**src/rtl/spr_pkg.sv**
```systemverilog
package spr_pkg;
  localparam int NUM_PORTS = 4;
  localparam int PORT_W    = $clog2(NUM_PORTS);
  localparam int DATA_W    = 16;
  localparam int ADDR_W    = 16;
  localparam int CHAR_W    = 8;
  localparam int CARD_W    = ADDR_W - 6;

  typedef enum logic [1:0] {
    FN_RX_STAT = 2'd0,
    FN_RX_DATA = 2'd1,
    FN_TX_STAT = 2'd2,
    FN_TX_DATA = 2'd3
  } regFn_t;

  typedef struct packed {
    logic              go;
    logic              wr;
    logic [PORT_W-1:0] port;
    regFn_t            fn;
  } busCmd_t;

  typedef struct packed {
    logic brk;
    logic loop;
    logic txIe;
    logic rxIe;
    logic rdrEn;
  } portCtl_t;
endpackage

```
**src/rtl/spr_bus_ctrl.sv**
```systemverilog
module spr_bus_ctrl
  import spr_pkg::*;
#(
  parameter logic [CARD_W-1:0] CARD_ID = CARD_W'('h3F5)
) (
  input  logic              clk,
  input  logic              rstN,
  input  logic              addrValid,
  input  logic              writeEn,
  input  logic [ADDR_W-1:0] busAddr,
  output busCmd_t           cmd,
  output logic              ack
);
  logic       avPrev;
  logic       cardHit;
  logic       portHit;
  logic [2:0] portField;
  logic       unusedAddr;

  assign portField  = busAddr[5:3];
  assign cardHit    = (busAddr[ADDR_W-1:6] == CARD_ID);
  assign portHit    = (portField < 3'(NUM_PORTS));
  assign unusedAddr = busAddr[0];

  always_comb begin
    cmd.go   = addrValid & ~avPrev & cardHit & portHit;
    cmd.wr   = writeEn;
    cmd.port = portField[PORT_W-1:0];
    cmd.fn   = regFn_t'(busAddr[2:1]);
  end

  always_ff @(posedge clk) begin
    if (!rstN) begin
      avPrev <= 1'b0;
      ack    <= 1'b0;
    end else begin
      avPrev <= addrValid;
      if (!addrValid)  ack <= 1'b0;
      else if (cmd.go) ack <= 1'b1;
    end
  end
endmodule

```
**src/rtl/spr_port_regs.sv**
```systemverilog
module spr_port_regs
  import spr_pkg::*;
(
  input  logic                        clk,
  input  logic                        rstN,
  input  busCmd_t                     cmd,
  input  logic [DATA_W-1:0]           wrData,
  input  logic [NUM_PORTS-1:0]        txEmpty,
  input  logic [NUM_PORTS-1:0]        rxAvail,
  input  logic [NUM_PORTS*CHAR_W-1:0] rxChar,
  input  logic [NUM_PORTS-1:0]        parErr,
  input  logic [NUM_PORTS-1:0]        ovrErr,
  input  logic [NUM_PORTS-1:0]        serIn,
  input  logic                        dsrIn,
  input  logic                        dcdIn,
  input  logic                        ctsIn,
  input  logic                        riIn,
  output logic [NUM_PORTS-1:0]        brkEn,
  output logic [NUM_PORTS-1:0]        loopEn,
  output logic [NUM_PORTS-1:0]        txIntEn,
  output logic [NUM_PORTS-1:0]        rxIntEn,
  output logic [NUM_PORTS-1:0]        readerEn,
  output logic                        dtrOut,
  output logic                        rtsOut,
  output logic [CHAR_W-1:0]           txData,
  output logic [NUM_PORTS-1:0]        txLoad,
  output logic [NUM_PORTS-1:0]        rxDataAck,
  output logic [DATA_W-1:0]           rdData
);
  portCtl_t          ctl    [NUM_PORTS];
  logic [DATA_W-1:0] rdWord [NUM_PORTS];
  logic              wrRxStat, wrTxStat, wrTxData, rdRxData;
  logic              unusedData;

  assign wrRxStat   = cmd.go &  cmd.wr & (cmd.fn == FN_RX_STAT);
  assign wrTxStat   = cmd.go &  cmd.wr & (cmd.fn == FN_TX_STAT);
  assign wrTxData   = cmd.go &  cmd.wr & (cmd.fn == FN_TX_DATA);
  assign rdRxData   = cmd.go & ~cmd.wr & (cmd.fn == FN_RX_DATA);
  assign unusedData = ^{wrData[DATA_W-1:CHAR_W], wrData[5:3]};

  for (genvar p = 0; p < NUM_PORTS; p++) begin : g_port
    logic sel;
    assign sel = (cmd.port == PORT_W'(p));

    always_ff @(posedge clk) begin
      if (!rstN) begin
        ctl[p]       <= '0;
        txLoad[p]    <= 1'b0;
        rxDataAck[p] <= 1'b0;
      end else begin
        if (sel && wrTxStat) begin
          ctl[p].brk  <= wrData[0];
          ctl[p].loop <= wrData[2];
          ctl[p].txIe <= wrData[6];
        end
        if (sel && wrRxStat) begin
          ctl[p].rdrEn <= wrData[0];
          ctl[p].rxIe  <= wrData[6];
        end else if (!serIn[p]) begin
          ctl[p].rdrEn <= 1'b0;
        end
        txLoad[p]    <= sel & wrTxData;
        rxDataAck[p] <= sel & rdRxData;
      end
    end

    always_comb begin
      rdWord[p] = '0;
      unique case (cmd.fn)
        FN_RX_STAT: begin
          rdWord[p][6] = ctl[p].rxIe;
          rdWord[p][7] = rxAvail[p];
          if (p == 0) begin
            rdWord[p][1]  = dtrOut;
            rdWord[p][2]  = rtsOut;
            rdWord[p][9]  = dsrIn;
            rdWord[p][12] = dcdIn;
            rdWord[p][13] = ctsIn;
            rdWord[p][14] = riIn;
          end
        end
        FN_RX_DATA: begin
          rdWord[p][CHAR_W-1:0] = rxChar[p*CHAR_W +: CHAR_W];
          rdWord[p][12]         = parErr[p];
          rdWord[p][14]         = ovrErr[p];
          rdWord[p][15]         = parErr[p] | ovrErr[p];
        end
        FN_TX_STAT: begin
          rdWord[p][0] = ctl[p].brk;
          rdWord[p][2] = ctl[p].loop;
          rdWord[p][6] = ctl[p].txIe;
          rdWord[p][7] = txEmpty[p];
        end
        default: rdWord[p] = '0;
      endcase
    end

    assign brkEn[p]    = ctl[p].brk;
    assign loopEn[p]   = ctl[p].loop;
    assign txIntEn[p]  = ctl[p].txIe;
    assign rxIntEn[p]  = ctl[p].rxIe;
    assign readerEn[p] = ctl[p].rdrEn;
  end

  always_ff @(posedge clk) begin
    if (!rstN) begin
      dtrOut <= 1'b0;
      rtsOut <= 1'b0;
      txData <= '0;
      rdData <= '0;
    end else begin
      if (wrRxStat && cmd.port == '0) begin
        dtrOut <= wrData[1];
        rtsOut <= wrData[2];
      end
      if (wrTxData) txData <= wrData[CHAR_W-1:0];
      if (cmd.go && !cmd.wr) rdData <= rdWord[cmd.port];
    end
  end
endmodule

```
**src/rtl/serial_port_regs.sv**
```systemverilog
module serial_port_regs
  import spr_pkg::*;
#(
  parameter logic [CARD_W-1:0] CARD_ID = CARD_W'('h3F5)
) (
  input  logic                        clk,
  input  logic                        rstN,
  input  logic                        addrValid,
  input  logic                        writeEn,
  input  logic [ADDR_W-1:0]           busAddr,
  input  logic [DATA_W-1:0]           wrData,
  output logic [DATA_W-1:0]           rdData,
  output logic                        ack,
  input  logic [NUM_PORTS-1:0]        txEmpty,
  input  logic [NUM_PORTS-1:0]        rxAvail,
  input  logic [NUM_PORTS*CHAR_W-1:0] rxChar,
  input  logic [NUM_PORTS-1:0]        parErr,
  input  logic [NUM_PORTS-1:0]        ovrErr,
  input  logic [NUM_PORTS-1:0]        serIn,
  input  logic                        dsrIn,
  input  logic                        dcdIn,
  input  logic                        ctsIn,
  input  logic                        riIn,
  output logic [NUM_PORTS-1:0]        brkEn,
  output logic [NUM_PORTS-1:0]        loopEn,
  output logic [NUM_PORTS-1:0]        txIntEn,
  output logic [NUM_PORTS-1:0]        rxIntEn,
  output logic [NUM_PORTS-1:0]        readerEn,
  output logic                        dtrOut,
  output logic                        rtsOut,
  output logic [CHAR_W-1:0]           txData,
  output logic [NUM_PORTS-1:0]        txLoad,
  output logic [NUM_PORTS-1:0]        rxDataAck
);
  busCmd_t cmd;

  spr_bus_ctrl #(.CARD_ID(CARD_ID)) u_ctrl (
    .clk(clk), .rstN(rstN), .addrValid(addrValid), .writeEn(writeEn),
    .busAddr(busAddr), .cmd(cmd), .ack(ack)
  );

  spr_port_regs u_regs (
    .clk(clk), .rstN(rstN), .cmd(cmd), .wrData(wrData),
    .txEmpty(txEmpty), .rxAvail(rxAvail), .rxChar(rxChar),
    .parErr(parErr), .ovrErr(ovrErr), .serIn(serIn),
    .dsrIn(dsrIn), .dcdIn(dcdIn), .ctsIn(ctsIn), .riIn(riIn),
    .brkEn(brkEn), .loopEn(loopEn), .txIntEn(txIntEn), .rxIntEn(rxIntEn),
    .readerEn(readerEn), .dtrOut(dtrOut), .rtsOut(rtsOut),
    .txData(txData), .txLoad(txLoad), .rxDataAck(rxDataAck), .rdData(rdData)
  );
endmodule

```
**config.mk**
```make
export PLATFORM = sky130hd
export DESIGN_NAME = serial_port_regs
export DESIGN_NICKNAME = d
export VERILOG_FILES = /design/src/rtl/spr_pkg.sv /design/src/rtl/spr_bus_ctrl.sv /design/src/rtl/spr_port_regs.sv /design/src/rtl/serial_port_regs.sv
export SDC_FILE = /design/constraint.sdc
export NUM_CORES = 1
export LEC_CHECK = 0
export ABC_AREA = 1
export ABC_CLOCK_PERIOD_IN_PS = 2650
export CORE_MARGIN = 3
export CORE_UTILIZATION = 40
export DETAILED_ROUTE_END_ITERATION = 10
export PLACE_DENSITY = 0.85
export SLEW_MARGIN = 40
export SYNTH_ARGS = -nofsm -noshare
export SYNTH_HDL_FRONTEND = slang
export SYNTH_SLANG_ARGS = --single-unit
```
**constraint.sdc**
```tcl
create_clock -name clk -period 2.65 [get_ports clk]
set_input_delay 0.53 -clock clk [delete_from_list [all_inputs] [get_ports clk]]
set_output_delay 0.53 -clock clk [all_outputs]
set_load 0.05 [all_outputs]
```
Word-level counts from Yosys, hierarchy flattened --
Memory sizes are Yosys's and may differ from the RTL's. Index checks and enable logic that the tools add are counted.
Word-level totals: memories kept 1, bits in writable memories 20, bits in latches 0, input port bits 92, register bits 36, bits in read-only memories 0
Cells by class: shift-type cells 0, order comparisons 2, reduce and logical (&&, ||, !) cells 13, $add $sub $neg 0, bitwise operators 48, div/mod/pow operators 0, equal/unequal tests 7, muxes and demuxes 99, $mul 0
Memories:
- u_regs.ctl | depth 4, width 5, rd ports 4, clocked after memory_dff 0, wr ports 4, line spr_port_regs.sv:30 | portCtl_t ctl [NUM_PORTS];
Operator list (count):
- $mux 1 | 74
- $bmux 16 s2 | 1
- $mux 16 | 2
- $or 1x1->1 | 28
- $pmux 2 s3 | 4
- $pmux 1 s2 | 10
- $and 1x1->1 | 17
- $mux 3 | 4
- $eq 10x10->1 const B | 1
- $logic_and 1x1->1 | 9
- $eq 2x2->1 const B | 4
- $mux 2 | 3
- $eq 2x1->1 const B | 2
- $logic_not 2->1 | 2
- $ge 3x3->1 const B | 1
- $lt 3x3->1 const B | 1
- $not 2->3 | 1
- $pmux 1 s3 | 1
- $not 1->1 | 2
- $reduce_and 2->1 | 1
- $logic_not 1->1 | 1

Depth between registers and ports, before layout --
Gate-level depths: netlist (run 1).
word-level depth 12, depth in mapped cells 12, depth with buffers taken out 11

Modules after synthesis --
From an unflattened synthesis (run 1), not the netlist that was laid out.
Second synthesis, totals: cell total of the unflattened synthesis 388, area total of the unflattened synthesis 2800.2 sq um
Modules (own cells, without submodules):
- spr_port_regs | cells an instance 359, sequential area each 1221.2 sq um, times used 1, area an instance 2632.5 sq um
- spr_bus_ctrl | cells an instance 29, sequential area each 40.0 sq um, times used 1, area an instance 167.7 sq um

Least setup slack after synthesis (run 1) --
OpenSTA, ideal clock, no wires.
kind input port to flip-flop, from in busAddr[1], to mem u_regs.ctl[0][2] (netlist bit), enable pin, setup time 0.344 ns, cell stages on the path 6, arrival time 1.432 ns, path slack 0.873 ns, buffers on the path 2, cell sequence inv_1 > ha_1 > buf_2 > buf_2 > nand2_2 > o21ai_0
RTL lines:
- start: declaration | line serial_port_regs.sv:10 | input logic [ADDR_W-1:0] busAddr,
- end: declaration | line spr_port_regs.sv:30

==> metrics list, run 1 <==
- The library cell used most frequently in the layout, excluding fill and tap cells, is sky130_fd_sc_hd__nand2_1.
- Clock-pin slew on the worst setup and hold paths: approximately 0.090 ns
* Synthesis warning total: 0
- TritonCTS built the clock tree.
* Source of the worst hold timing path: u_regs.rdData[6]$_SDFFE_PN0N_
- Class of the most critical hold timing path: flop to flop
- The final layout contains routed wiring with a total length of 9.41 mm.
* Clock latency reported for the late side of the worst-skew pair: 0.31 ns
* Setup TNS: 0 ns
- Setup repair after global routing missed its margin: no
- Ratio of final minimum period to clock period: 81.9%
* Total global-route track usage: a little over a fifth
* Post-Route Hold Slack: 0.475 ns
- Setup slack of the most critical reg-to-reg path: about 0.9 ns
- Once layout is complete, the cells apart from fillers number 659.
- At the pin with the least slew margin, the transition time is 0.587 ns.
- In the final layout, the multi-input gates occupy 1420 um^2.
* I/O pin cnt: 147
- Once the floorplan was initialized, standard cells occupied 42.5% of the core.
* Type of origin of the critical path: primary input
- Cells on worst reg2reg path: 9
* Clk sinks: between 50 and 60
- After detailed placement, the design holds a cell count of roughly 650.
* Post-CTS resize count: 0
* Crit path max fanout: 11
- The mapped netlist covers 2970 um^2.
- Overall power consumption after layout is estimated at between 1500 and 2000 uW.
* Count of nets after finishing: 659
- Number of antenna violations at the first check in global routing: 0
* Outcome: finished clean
- In this run the remaining antenna-violating nets after routing total 0.
- Arrival time reported for the critical path endpoint: 2.20 ns
- Across the VDD grid, the largest voltage drop is 0.000290 V.
* Number of library cell types mapped by synthesis: 29
- Number of buffers inserted by port buffering: 134
* Number of failing hold endpoints at the final stage: 0
- Summed over all nets, the half-perimeter wirelength after detailed placement is 7.44 mm.
- The congestion estimate from routability-driven global placement came to 0.869.
- Based on the critical path, the design can be clocked at up to 461 MHz.
* Violation count after the first detailed-routing iteration: 116
- Fill cells: 617
- Die Y-Extent: 92.2 um
- The count of final max-slew check failures is 0.
- Setup WS post-layout: 0.479 ns
- Post-detailed-route via-to-cell ratio: 4.88
- Registers take 1260 um^2.
- DRC viols: 0
* Post-route minimum period: 2.17 ns
- Setup violations remaining at the end of the flow were counted as 0.
* N_diodes: 0
- X dimension of the die: a little over 90 um
- The worst hold path terminates at u_regs.rdData[6]$_SDFFE_PN0N_.
* Worst slack, placed: 0.136 ns
- Seq/Total Area, Yosys: 42.5%
- Global routing finished with a remaining overflow of 0.
- Entering global routing, the biggest net connects 31 pins.
* Critical path capture point type: flop
* Via count of the first global-routing pass: just over 3000
- Area inside the core boundary: between 6000 and 7000 um^2
- In this run the critical register-to-register path is captured at u_regs.ctl[2][2]$_SDFFCE_PN0P_.
- Number of instances on the worst hold path: 2
- Wire length of the first global-routing pass: around 15 mm
- Vias: between 3000 and 4000
- Number of levels in the clock H-tree: 2
- A synthesized cell averages 6.96 um^2.
- Summed over all cells, the static leakage comes to between 0.0015 and 0.002 uW.
- At the worst endpoint, the required time is 2.68 ns.
* Number of hold buffers added after CTS: 0
- The first detailed-routing pass ran for 4 iterations.
- The die covers 8500 um^2.
- The post-route netlist has 6.93% of its cells at a drive strength greater than 1.
* Postcts setup bufs: 0
* Category of the most critical setup path: primary input to flop
- The clock passes through at most 2 buffers.
* Worst rel slew slack: roughly 61%
- On the final layout, the worst clock skew is 0.0134 ns.
- The cell count after synthesis came out at 427.
- P&R area growth vs syn: 52.3%
- Final routed wire length divided by cell count: 14.3 um
- Standard-cell row count: 30
- The worst register-to-register path begins at u_ctrl.avPrev$_SDFF_PN0_.
- Total power per unit cell area: 381 nW/um^2
- The tool flagged a number of max-cap violations equal to 0.
* Synthesized flop and latch total: 53
- Inserted Clock Buffers: 5
* Most frequent cells in the layout: 144 x sky130_fd_sc_hd__nand2_1, 134 x sky130_fd_sc_hd__clkdlybuf4s50_1, 62 x sky130_fd_sc_hd__nor2_1, 43 x sky130_fd_sc_hd__inv_1, 37 x sky130_fd_sc_hd__nand3_1
- Clock root buffer: sky130_fd_sc_hd__clkbuf_8
-- synth_stat cells --
cell                         n  share of area (%)
sky130_fd_sc_hd__edfxtp_1   20                 20
sky130_fd_sc_hd__nor2_8      2                1.3
sky130_fd_sc_hd__conb_1      1               0.13
sky130_fd_sc_hd__nor2_4      3                1.1
sky130_fd_sc_hd__clkbuf_1    4               0.51
sky130_fd_sc_hd__a22o_1      1               0.29
sky130_fd_sc_hd__inv_2       3               0.38
sky130_fd_sc_hd__o21ai_1     1               0.17
sky130_fd_sc_hd__dfxtp_1    33                 22
sky130_fd_sc_hd__buf_2       7                1.2
sky130_fd_sc_hd__nand3_2     1               0.34
sky130_fd_sc_hd__nor2_1     62                7.8
sky130_fd_sc_hd__nand4_1     6                1.3
sky130_fd_sc_hd__o211ai_1    1               0.25
sky130_fd_sc_hd__nor2_2      8                1.7
sky130_fd_sc_hd__inv_4       1               0.21
sky130_fd_sc_hd__clkinv_1    3               0.38
sky130_fd_sc_hd__a31oi_1     1               0.21
sky130_fd_sc_hd__nand2_1   144                 18
sky130_fd_sc_hd__a21oi_1     9                1.5
sky130_fd_sc_hd__buf_4       3               0.76
sky130_fd_sc_hd__o21ai_0    13                2.2
sky130_fd_sc_hd__nand3_1    37                6.2
sky130_fd_sc_hd__nand2_2     5                1.1
sky130_fd_sc_hd__buf_6       3                1.1
sky130_fd_sc_hd__ha_1        5                2.1
sky130_fd_sc_hd__nor3_1      2               0.34
sky130_fd_sc_hd__nand3b_1    5                1.3
sky130_fd_sc_hd__inv_1      43                5.4
-- per-layer routing --
metal | vias up | part of all wire, % | GRT usage, %
met3 | 23 | 9.0 | 6.97
met4 | 0 | 2.5 | 7.18
met1 | 1447 | 40 | 25.5
met2 | 143 | 48 | 37.5
met5 | - | 0 | 0
li1 | 1604 | - | -
-- cells by family after synthesis --
logic type | synth area share, %
AND/OR/NAND/NOR | 40.7
buffers and inverters | 9.98
flip-flops | 42.5
AO/OA/AOI/OAI | 4.63
adder cells (fa/ha/maj) | 2.11
other | 0.126
-- worst max-delay path: stages --
cell	delay (ns)
sky130_fd_sc_hd__clkdlybuf4s50_1	0.47
sky130_fd_sc_hd__inv_1	0.11
sky130_fd_sc_hd__ha_1	0.43
sky130_fd_sc_hd__inv_1	0.19
sky130_fd_sc_hd__nor2_4	0.25
sky130_fd_sc_hd__nand2_1	0.11
sky130_fd_sc_hd__nand3_1	0.09
-- stage by stage --
step	util [%]	instance area, um^2
final	64.8	4520
after global routing	64.8	4520
after CTS	64.8	4520
after detailed placement	63.2	4410
after global placement	63.2	4410
after floorplan	-	2980
-- report_power, final --
| group | switching (uW) | internal [uW] |
|---|---|---|
| sequential | 5.18 | 851 |
| clock | 254 | 270 |
| combinational | 175 | 167 |
-- registers in the layout (all words and copies together), names as in the netlist --
name and count:
u_regs.txData 8, u_regs.rdData 13, u_ctrl.avPrev 1, u_ctrl.ack 1
u_regs.rtsOut 1, u_regs.txLoad 4, u_regs.dtrOut 1, u_regs.rxDataAck 4
u_regs.ctl 20
-- layout make-up --
| type | instances | share of cell area (%) |
|---|---|---|
| clock buffers | 8 | 2.46 |
| inverters | 50 | 4.20 |
| multi-input cells | 309 | 31.4 |
| flip-flops and latches | 53 | 27.9 |
| well taps | 96 | 2.65 |
| repair buffers | 143 | 31.4 |
-- how the worst max path moves through the flow --
stage	startpoint	end	slack, ns	cells after the start
4_1_cts	busAddr[1]	u_regs.ctl[2][0]$_SDFFCE_PP0P_	0.46	7
3_5_place_dp	busAddr[1]	u_regs.ctl[2][0]$_SDFFCE_PP0P_	0.14	7
3_3_place_gp	busAddr[1]	u_regs.ctl[2][0]$_SDFFCE_PP0P_	0.21	7
5_1_grt	busAddr[6]	u_regs.ctl[2][2]$_SDFFCE_PN0P_	0.31	9
2_1_floorplan	busAddr[1]	u_regs.ctl[0][2]$_DFFE_PP_	0.87	6
6_report	busAddr[1]	u_regs.ctl[2][0]$_SDFFCE_PP0P_	0.48	7
(Power assumes the default switching activity.)
==> run 2: changes to the inputs <==
Settings changed: ABC_CLOCK_PERIOD_IN_PS 2650 to 1800, CORE_UTILIZATION 40 to 37, PLACE_DENSITY 0.85 to 0.83.
Clock period 2.65 ns to 1.8 ns, I/O delays scaled along.
==> run 2 against run 1 <==
  * Register-to-register slack worse by 0.62 ns
  * Critical endpoint is now u_regs.ctl[0][2]$_DFFE_PP_
  * Routed wire length up 5.0%
  * Final area up 3.8%
  * Global-route usage down 0.33 points
  * Final cell count up 5.6%
  * Largest cell class unchanged
  * Clock power up 44%
  * Sequential share of layout area down 1.0 points
  * Critical path depth up 5
==> metrics list, run 2 (synthesis gave the netlist of run 1 again) <==
- The flow ran to the end, and the final reports show no timing, DRC or antenna violations.
- The worst endpoint data arrival time came to 1.91 ns (-0.29 ns).
- The total count of hold-check failures in the final report came to 0 (unchanged).
- Clock latency reported for the late side of the worst-skew pair: 0.31 ns (about the same)
- Non-Filler Cell Area, Final: 4690 um^2 (+3.8%)
* Skew final: 0.00603 ns (-0.00738 ns)
- N_diodes: 0 (unchanged)
- Multi-input combinational cell area: 1460 um^2 (+2.6%)
* Setup WS post-layout: 0.0515 ns (-0.427 ns)
* Routability cong.: 0.887 (+2.0%)
* Count of nets after finishing: 690 (+4.7%)
- Number of maximum-capacitance violations: 0 (unchanged)
* Post-detailed-route via-to-cell ratio: 4.66 (-4.6%)
* Registers with the most flip-flops: u_regs.ctl x20, u_regs.rdData x13, u_regs.txData x8
* Global route overflow: 0 (unchanged)
- Max-slew violation total from the final report: 0 (unchanged)
- The wire length of the first global-routing pass is 15.1 mm (+2.3%).
- The routed length per placed instance came to 14.2 um (-0.55%).
- The count of vias placed by the detailed router was 3240 (+0.71%).
- The final antenna-violating net count is 0 (unchanged).
- The cell area power density came to 548 nW/um^2 (+44%).
- The worst setup path is launched from a primary input.
- Post-route minimum period: about 1.7 ns
* Layout cell share with drive strength beyond 1: 22.4% (+15 points)
* Clk sinks: 53 (unchanged)
- The number of hold-repair buffers added at the cts stage was 0 (unchanged).
- In this run the worst hold path is classified as flop to flop.
- Crit path max fanout: 5 (-6)
- Via count of the first global-routing pass: 3202 (+2.7%)
- Worst ir drop on vdd: 0.000439 V (+51%)
- The fill cell total of the finished layout came to 708 (+15%).
- Violation count after the first detailed-routing iteration: 143 (+23%)
- The residual DRC count was 0 (unchanged).
- The library cell used most frequently in the layout, excluding fill and tap cells, is sky130_fd_sc_hd__nand2_1.
- I/O pin cnt: 147 (unchanged)
- The cell leakage power is 0.00218 uW (+14%).
- Max reg flops: 20 (unchanged)
- Of the available clock period, the critical path in the final layout requires 97.1%.
- The number of port buffers was 134 (unchanged).
- The maximum number of pins on one net before global-route repair was 22 (-29%).
* Most frequent cells in the layout: 140 x sky130_fd_sc_hd__nand2_1, 89 x sky130_fd_sc_hd__buf_4, 81 x sky130_fd_sc_hd__clkdlybuf4s50_1, 59 x sky130_fd_sc_hd__nor2_1, 43 x sky130_fd_sc_hd__inv_1
- Critical path capture point type: flop
- Area inside the core boundary: 7770 um^2 (+11%)
- Clock root buffer: sky130_fd_sc_hd__clkbuf_8
* Total detailed-routing wirelength: 9.88 mm (+5.0%)
- Setup slack of the most critical reg-to-reg path: 0.29 ns (-0.62 ns)
* P&R area growth vs syn: 58.0%
- The worst setup slack after placement is -0.334 ns (-0.470 ns).
* Die Y-Extent: 95.6 um (+3.7%)
* DP HPWL: 7.89 mm (+6.0%)
- TritonCTS clock tree: done
* Post-detailed-placement cell area: 4540 um^2 (+2.9%)
* Standard-cell row count: 32 (+6.7%)
- The width of the chip came to 95.6 um (+3.7%).
- Number of antenna violations at the first check in global routing: 0 (unchanged)
- Largest Register: u_regs.ctl
- Data required, critical path: 1.96 ns (-0.72 ns)
- The starting utilization of the core area is 38.2% (-4.3 points).
- Highest clock rate: 572 MHz
- The buffer depth of the longest clock path is 2 (unchanged).
* Inserted Clock Buffers: 5 (unchanged)
- The number of setup violations in the final report was 0 (unchanged).
* Total global-route track usage: 21.4% (-0.33 points)
* Number of levels in the clock H-tree: 2 (unchanged)
* Area occupied by registers: 1260 um^2 (unchanged)
- The CTS clock-pin slew for the worst setup and hold paths was 0.10 ns (about the same).
- Die outline area: 9140 um^2 (+7.6%)
- Detailed Routing Iterations Pass 1: 4 (unchanged)
- The critical path in this run is classified as primary input to flop.
[run 2: cell types whose count changed in the layout (fill, tap and decap cells not counted), moves of 2 or more]
cell                              previous run  this run
sky130_fd_sc_hd__o21ai_0                    13         8
sky130_fd_sc_hd__nand2_2                     5         8
sky130_fd_sc_hd__nand2_1                   144       140
sky130_fd_sc_hd__ha_1                        5         3
sky130_fd_sc_hd__nor2_2                      8        11
sky130_fd_sc_hd__buf_12                      1         3
sky130_fd_sc_hd__clkdlybuf4s50_1           134        81
sky130_fd_sc_hd__ha_2                        0         2
sky130_fd_sc_hd__o21ai_1                     1         6
sky130_fd_sc_hd__buf_4                       8        89
sky130_fd_sc_hd__nor2_1                     62        59
[run 2: repair_timing]
action	4_1_cts	5_1_grt
resized for setup	1	18
hold endpoints to repair	0	0
setup buffers	0	1
setup endpoints to repair	2	35
pin swaps	0	7
[run 2: path summary, 6_finish.rpt]
check	startpoint	endpoint	depth (start not counted)
min	u_regs.rdData[7]$_SDFFE_PN0N_	u_regs.rdData[7]$_SDFFE_PN0N_	2
min reg2reg	u_regs.rdData[7]$_SDFFE_PN0N_	u_regs.rdData[7]$_SDFFE_PN0N_	2
max reg2reg	u_ctrl.avPrev$_SDFF_PN0_	u_regs.ctl[0][2]$_DFFE_PP_	12
max	busAddr[13]	u_regs.ctl[0][2]$_DFFE_PP_	12
[run 2: layout make-up]
cell class | instances | area share [%]
Timing Repair Buffer | 174 | 33.0
Tap cell | 102 | 2.72
Clock buffer | 6 | 2.00
Sequential cell | 53 | 26.9
Clock inverter | 2 | 0.240
Multi-Input combinational cell | 309 | 31.0
Inverter | 50 | 4.10
[run 2: power by group]
| group | leakage [uW] | total, uW | switching (uW) | internal (uW) |
|---|---|---|---|---|
| Sequential | 0.000483 | 1260 | 7.73 | 1250 |
| Clock | 0.0000500 | 753 | 399 | 354 |
| Combinational | 0.00164 | 556 | 274 | 282 |
| Total | 0.00218 | 2570 | 681 | 1890 |
[run 2: routing by layer]
layer / GRT usage [%] / part of all wire [%] / wire, um
met4: 6.75 / 1.6 / 155
met1: 24.5 / 41 / 4010
met3: 5.45 / 8.3 / 825
met5: 0 / 0 / 0
met2: 38.7 / 49 / 4890
[run 2: stage by stage]
step                      hold slack (ns)  setup TNS [ns]  instances  util [%]  total power (uW)
after floorplan                     0.477               0        429         -              1520
after global placement              0.450          -10.22        687      58.5              1830
after detailed placement            0.460          -13.55        687      58.5              1840
after CTS                           0.474               0        695      59.8              2580
after global routing                0.491         -0.0433        696      60.4              2680
final                               0.473               0        696      60.4              2570
[run 2: worst max-delay path, stage by stage]
cell,delay (ns)
sky130_fd_sc_hd__clkdlybuf4s50_1,0.48
sky130_fd_sc_hd__nand2_1,0.07
sky130_fd_sc_hd__nor2_2,0.13
sky130_fd_sc_hd__nand2_2,0.09
sky130_fd_sc_hd__nor2_4,0.10
sky130_fd_sc_hd__nand2_2,0.09
sky130_fd_sc_hd__inv_2,0.09
sky130_fd_sc_hd__nand2_4,0.06
sky130_fd_sc_hd__buf_4,0.15
sky130_fd_sc_hd__inv_4,0.07
sky130_fd_sc_hd__nand2_2,0.08
sky130_fd_sc_hd__nor2_2,0.14
==> run 3: changes to the inputs <==
Settings changed: SETUP_SLACK_MARGIN from default to 0.5.
==> run 3 against run 2 <==
  * Non-clock buffer count is 19 higher
  * First-iteration DRC count is 9.8% higher
  * Global-route usage is 1.6 points higher
  * Via count is 7.9% higher
  * Routed wire length is 10% higher
  * Sequential power hardly changed
  * Hold slack better by 0.0063 ns
  * Flip-flop and latch count stayed put
  * Maximum frequency is 14% higher
  * Clock power is 0.7% lower
  * Final area is 7.9% higher
==> metrics list, run 3 (synthesis gave the netlist of run 1 again) <==
- Setup repair after global routing missed its margin: yes
- The core footprint came to 7770 um^2 (unchanged).
- The hold-critical path depth is 2 (unchanged).
- Number of maximum-capacitance violations: 0 (unchanged)
- The final routed wirelength across all metal layers is 10.9 mm (+10%).
* Vias: 3496 (+7.9%)
- Worst ir drop on vdd: 0.000381 V (-13%)
- The antenna diode count is 0 (unchanged).
- Tracing the worst setup path back leads to its startpoint at busAddr[14].
- Highest clock rate: 651 MHz (+14%)
- Category of the most critical setup path: primary input to flop
- Setup violation total in the final timing report: 0 (unchanged)
* Most frequent cells in the layout: 128 x sky130_fd_sc_hd__nand2_1, 87 x sky130_fd_sc_hd__buf_4, 66 x sky130_fd_sc_hd__clkdlybuf4s50_1, 49 x sky130_fd_sc_hd__nor2_1, 35 x sky130_fd_sc_hd__nand3_1
- Source of the worst hold timing path: u_regs.rdData[4]$_SDFFE_PN0N_
- DRC viols: 0 (unchanged)
- The width of the chip came to 95.6 um (unchanged).
- The total clock sinks was 53 (unchanged).
* Count of nets after finishing: 709 (+2.8%)
- Reg-to-reg endpoint: u_regs.ctl[1][1]$_DFFE_PP_
* Wire length of the first global-routing pass: 16.3 mm (+7.9%)
- Type of origin of the critical path: primary input
- The buffer depth of the longest clock path is 2 (unchanged).
* Post-detailed-route via-to-cell ratio: 4.89 (+5.0%)
- The setup skew after layout is 0.0111 ns (+0.00506 ns).
- The final standard cell utilization of the core was 65.2% (+4.8 points).
* Share of total power in the clock network: 28.6% (-0.7 points)
- The number of flip-flops in the largest register came to 20 (unchanged).
- The overall die height is 95.6 um (unchanged).
* Post-route minimum period: 1.54 ns (-0.212 ns)
- Number of levels in the clock H-tree: 2 (unchanged)
- The final HPWL from detailed placement is 7.78 mm (-1.4%).
- Effective utilization at floorplan: 38.2% (unchanged)
* Standard-cell row count: 32 (unchanged)
- Violation count after the first detailed-routing iteration: 157 (+9.8%)
- Most common cell after layout, fill and taps aside: sky130_fd_sc_hd__nand2_1
- Total global-route track usage: 23.0% (+1.6 points)
- The total power after layout is 2620 uW (+1.8%).
* I/O pin cnt: 147 (unchanged)
- The CTS clock-pin slew for the worst setup and hold paths is 0.11 ns (about the same).
- Via count of the first global-routing pass: 3462 (+8.1%)
- Counting flops per register, the top entry is u_regs.ctl.
- Clock latency reported for the late side of the worst-skew pair: 0.31 ns (about the same)
- The startpoint identified for the worst register-to-register timing path is u_ctrl.avPrev$_SDFF_PN0_.
* Comb power frac: 23.1% (+1.5 points)
- The instance area at placement is 4590 um^2 (+1.1%).
- The total congestion overflow after global routing came to 0 (unchanged).
- The total count of hold-check failures in the final report was 0 (unchanged).
- The cell area after layout came to 5070 um^2 (+7.9%).
- Leakage Power: 0.00235 uW (+7.7%)
* Inserted Clock Buffers: 5 (unchanged)
- The area growth from synthesis to layout is 70.6%.
* Number of hold buffers added after CTS: 0 (unchanged)
* Sw frac: 29.6% (+3.1 points)
- Total power per unit cell area: 517 nW/um^2 (-5.6%)
* TritonCTS clock tree: done
* Outcome: finished clean
- Crit path max fanout: 8 (+3)
* Number of antenna violations at the first check in global routing: 0 (unchanged)
- Arrival time reported for the critical path endpoint: 1.70 ns (-0.21 ns)
- Class of the most critical hold timing path: flop to flop
- The number of port buffers came to 134 (unchanged).
* Critical path capture point type: flop
- Routability cong.: 0.882 (-0.59%)
* Final routed wire length divided by cell count: 15.2 um (+7.4%)
- Clock root buffer: sky130_fd_sc_hd__clkbuf_8
- The cell internal power dissipation was 1840 uW (-2.4%).
- Cells on worst reg2reg path: 10 (-2)
- Final antenna-violating net count: 0 (unchanged)
- Layout cell share with drive strength beyond 1: 31.6% (+9.3 points)
- The final cycle utilization of the critical path came to 85.4% (-12 points).
* Pin count of the biggest net entering global routing: 31 (+41%)
- The count of final max-slew check failures was 0 (unchanged).
* Detailed Routing Iterations Pass 1: 4 (unchanged)
- The die outline area was 9140 um^2 (unchanged).
- The fill cell total of the finished layout was 665 (-6.1%).
- Sequential share of power: 48.3% (-0.8 points)
- Data required, critical path: 1.96 ns (about the same)
- P_sw: 774 uW (+14%)
* Registers with the most flip-flops: u_regs.ctl x20, u_regs.rdData x13, u_regs.txData x8
* Min-Delay Endpoint: u_regs.rdData[4]$_SDFFE_PN0N_
* Setup slack of the most critical reg-to-reg path: 0.30 ns (about the same)
==> run 3: how the worst max path moves through the flow <==
stage / slack, ns / to
after CTS: 0.30 / u_regs.ctl[3][1]$_DFFE_PP_
after floorplan: 0.35 / u_regs.ctl[3][2]$_DFFE_PP_
after global routing: 0.22 / u_regs.ctl[1][1]$_DFFE_PP_
after detailed placement: -0.32 / u_regs.ctl[3][4]$_DFFE_PP_
after global placement: -0.28 / u_regs.ctl[3][2]$_DFFE_PP_
final: 0.26 / u_regs.ctl[1][1]$_DFFE_PP_
==> run 3: layer usage <==
layer / part of all wire (%) / wire length [um] / global-route usage [%] / up-vias
li1: - / - / - / 1699
met1: 38 / 4120 / 27.0 / 1615
met2: 53 / 5750 / 41.4 / 160
met3: 7.5 / 820 / 4.58 / 22
met4: 2.0 / 213 / 7.94 / 0
met5: 0 / 0 / 0 / -
==> run 3: critical path: stages <==
cell and delay (ns):
sky130_fd_sc_hd__dlygate4sd2_1 0.27, sky130_fd_sc_hd__nand2_4 0.06, sky130_fd_sc_hd__nor2_2 0.09, sky130_fd_sc_hd__nand2_2 0.09, sky130_fd_sc_hd__nor2_4 0.14, sky130_fd_sc_hd__nand2_4 0.08
sky130_fd_sc_hd__nor2_4 0.24, sky130_fd_sc_hd__buf_4 0.18, sky130_fd_sc_hd__nand2_2 0.06, sky130_fd_sc_hd__nor2_1 0.13
==> run 3: power groups by stage <==
stage / clock (uW) / sequential (uW) / combinational (uW)
after detailed placement: 0 / 1290 / 554
final: 748 / 1270 / 605
after global placement: 0 / 1290 / 546
after global routing: 807 / 1270 / 646
after floorplan: 0 / 1330 / 214
after CTS: 749 / 1260 / 566
==> run 3: cell type report <==
class	instances	area, um^2	area share (%)
repair buffers	193	1730	34.2
clock buffers	5	68.8	1.36
multi-input cells	309	1640	32.3
inverters	50	211	4.17
well taps	102	128	2.52
clock inverters	3	28.8	0.568
flip-flops and latches	53	1260	24.9
==> run 3: metrics by stage <==
stage          setup WS (ns)  hold WS, ns  instances  setup TNS [ns]
3_3_place_gp          -0.278        0.452        682          -13.79
6_report               0.263        0.479        715               0
2_1_floorplan          0.351        0.477        429               0
3_5_place_dp          -0.323        0.462        682          -16.41
4_1_cts                0.303        0.477        704               0
5_1_grt                0.222        0.498        715               0
==> run 3: what timing repair did <==
| item | CTS | global route |
|---|---|---|
| pin swaps | 10 | 11 |
| setup endpoints to repair | 83 | 89 |
| buffers inserted | 14 | 11 |
| gates resized for setup | 47 | 45 |
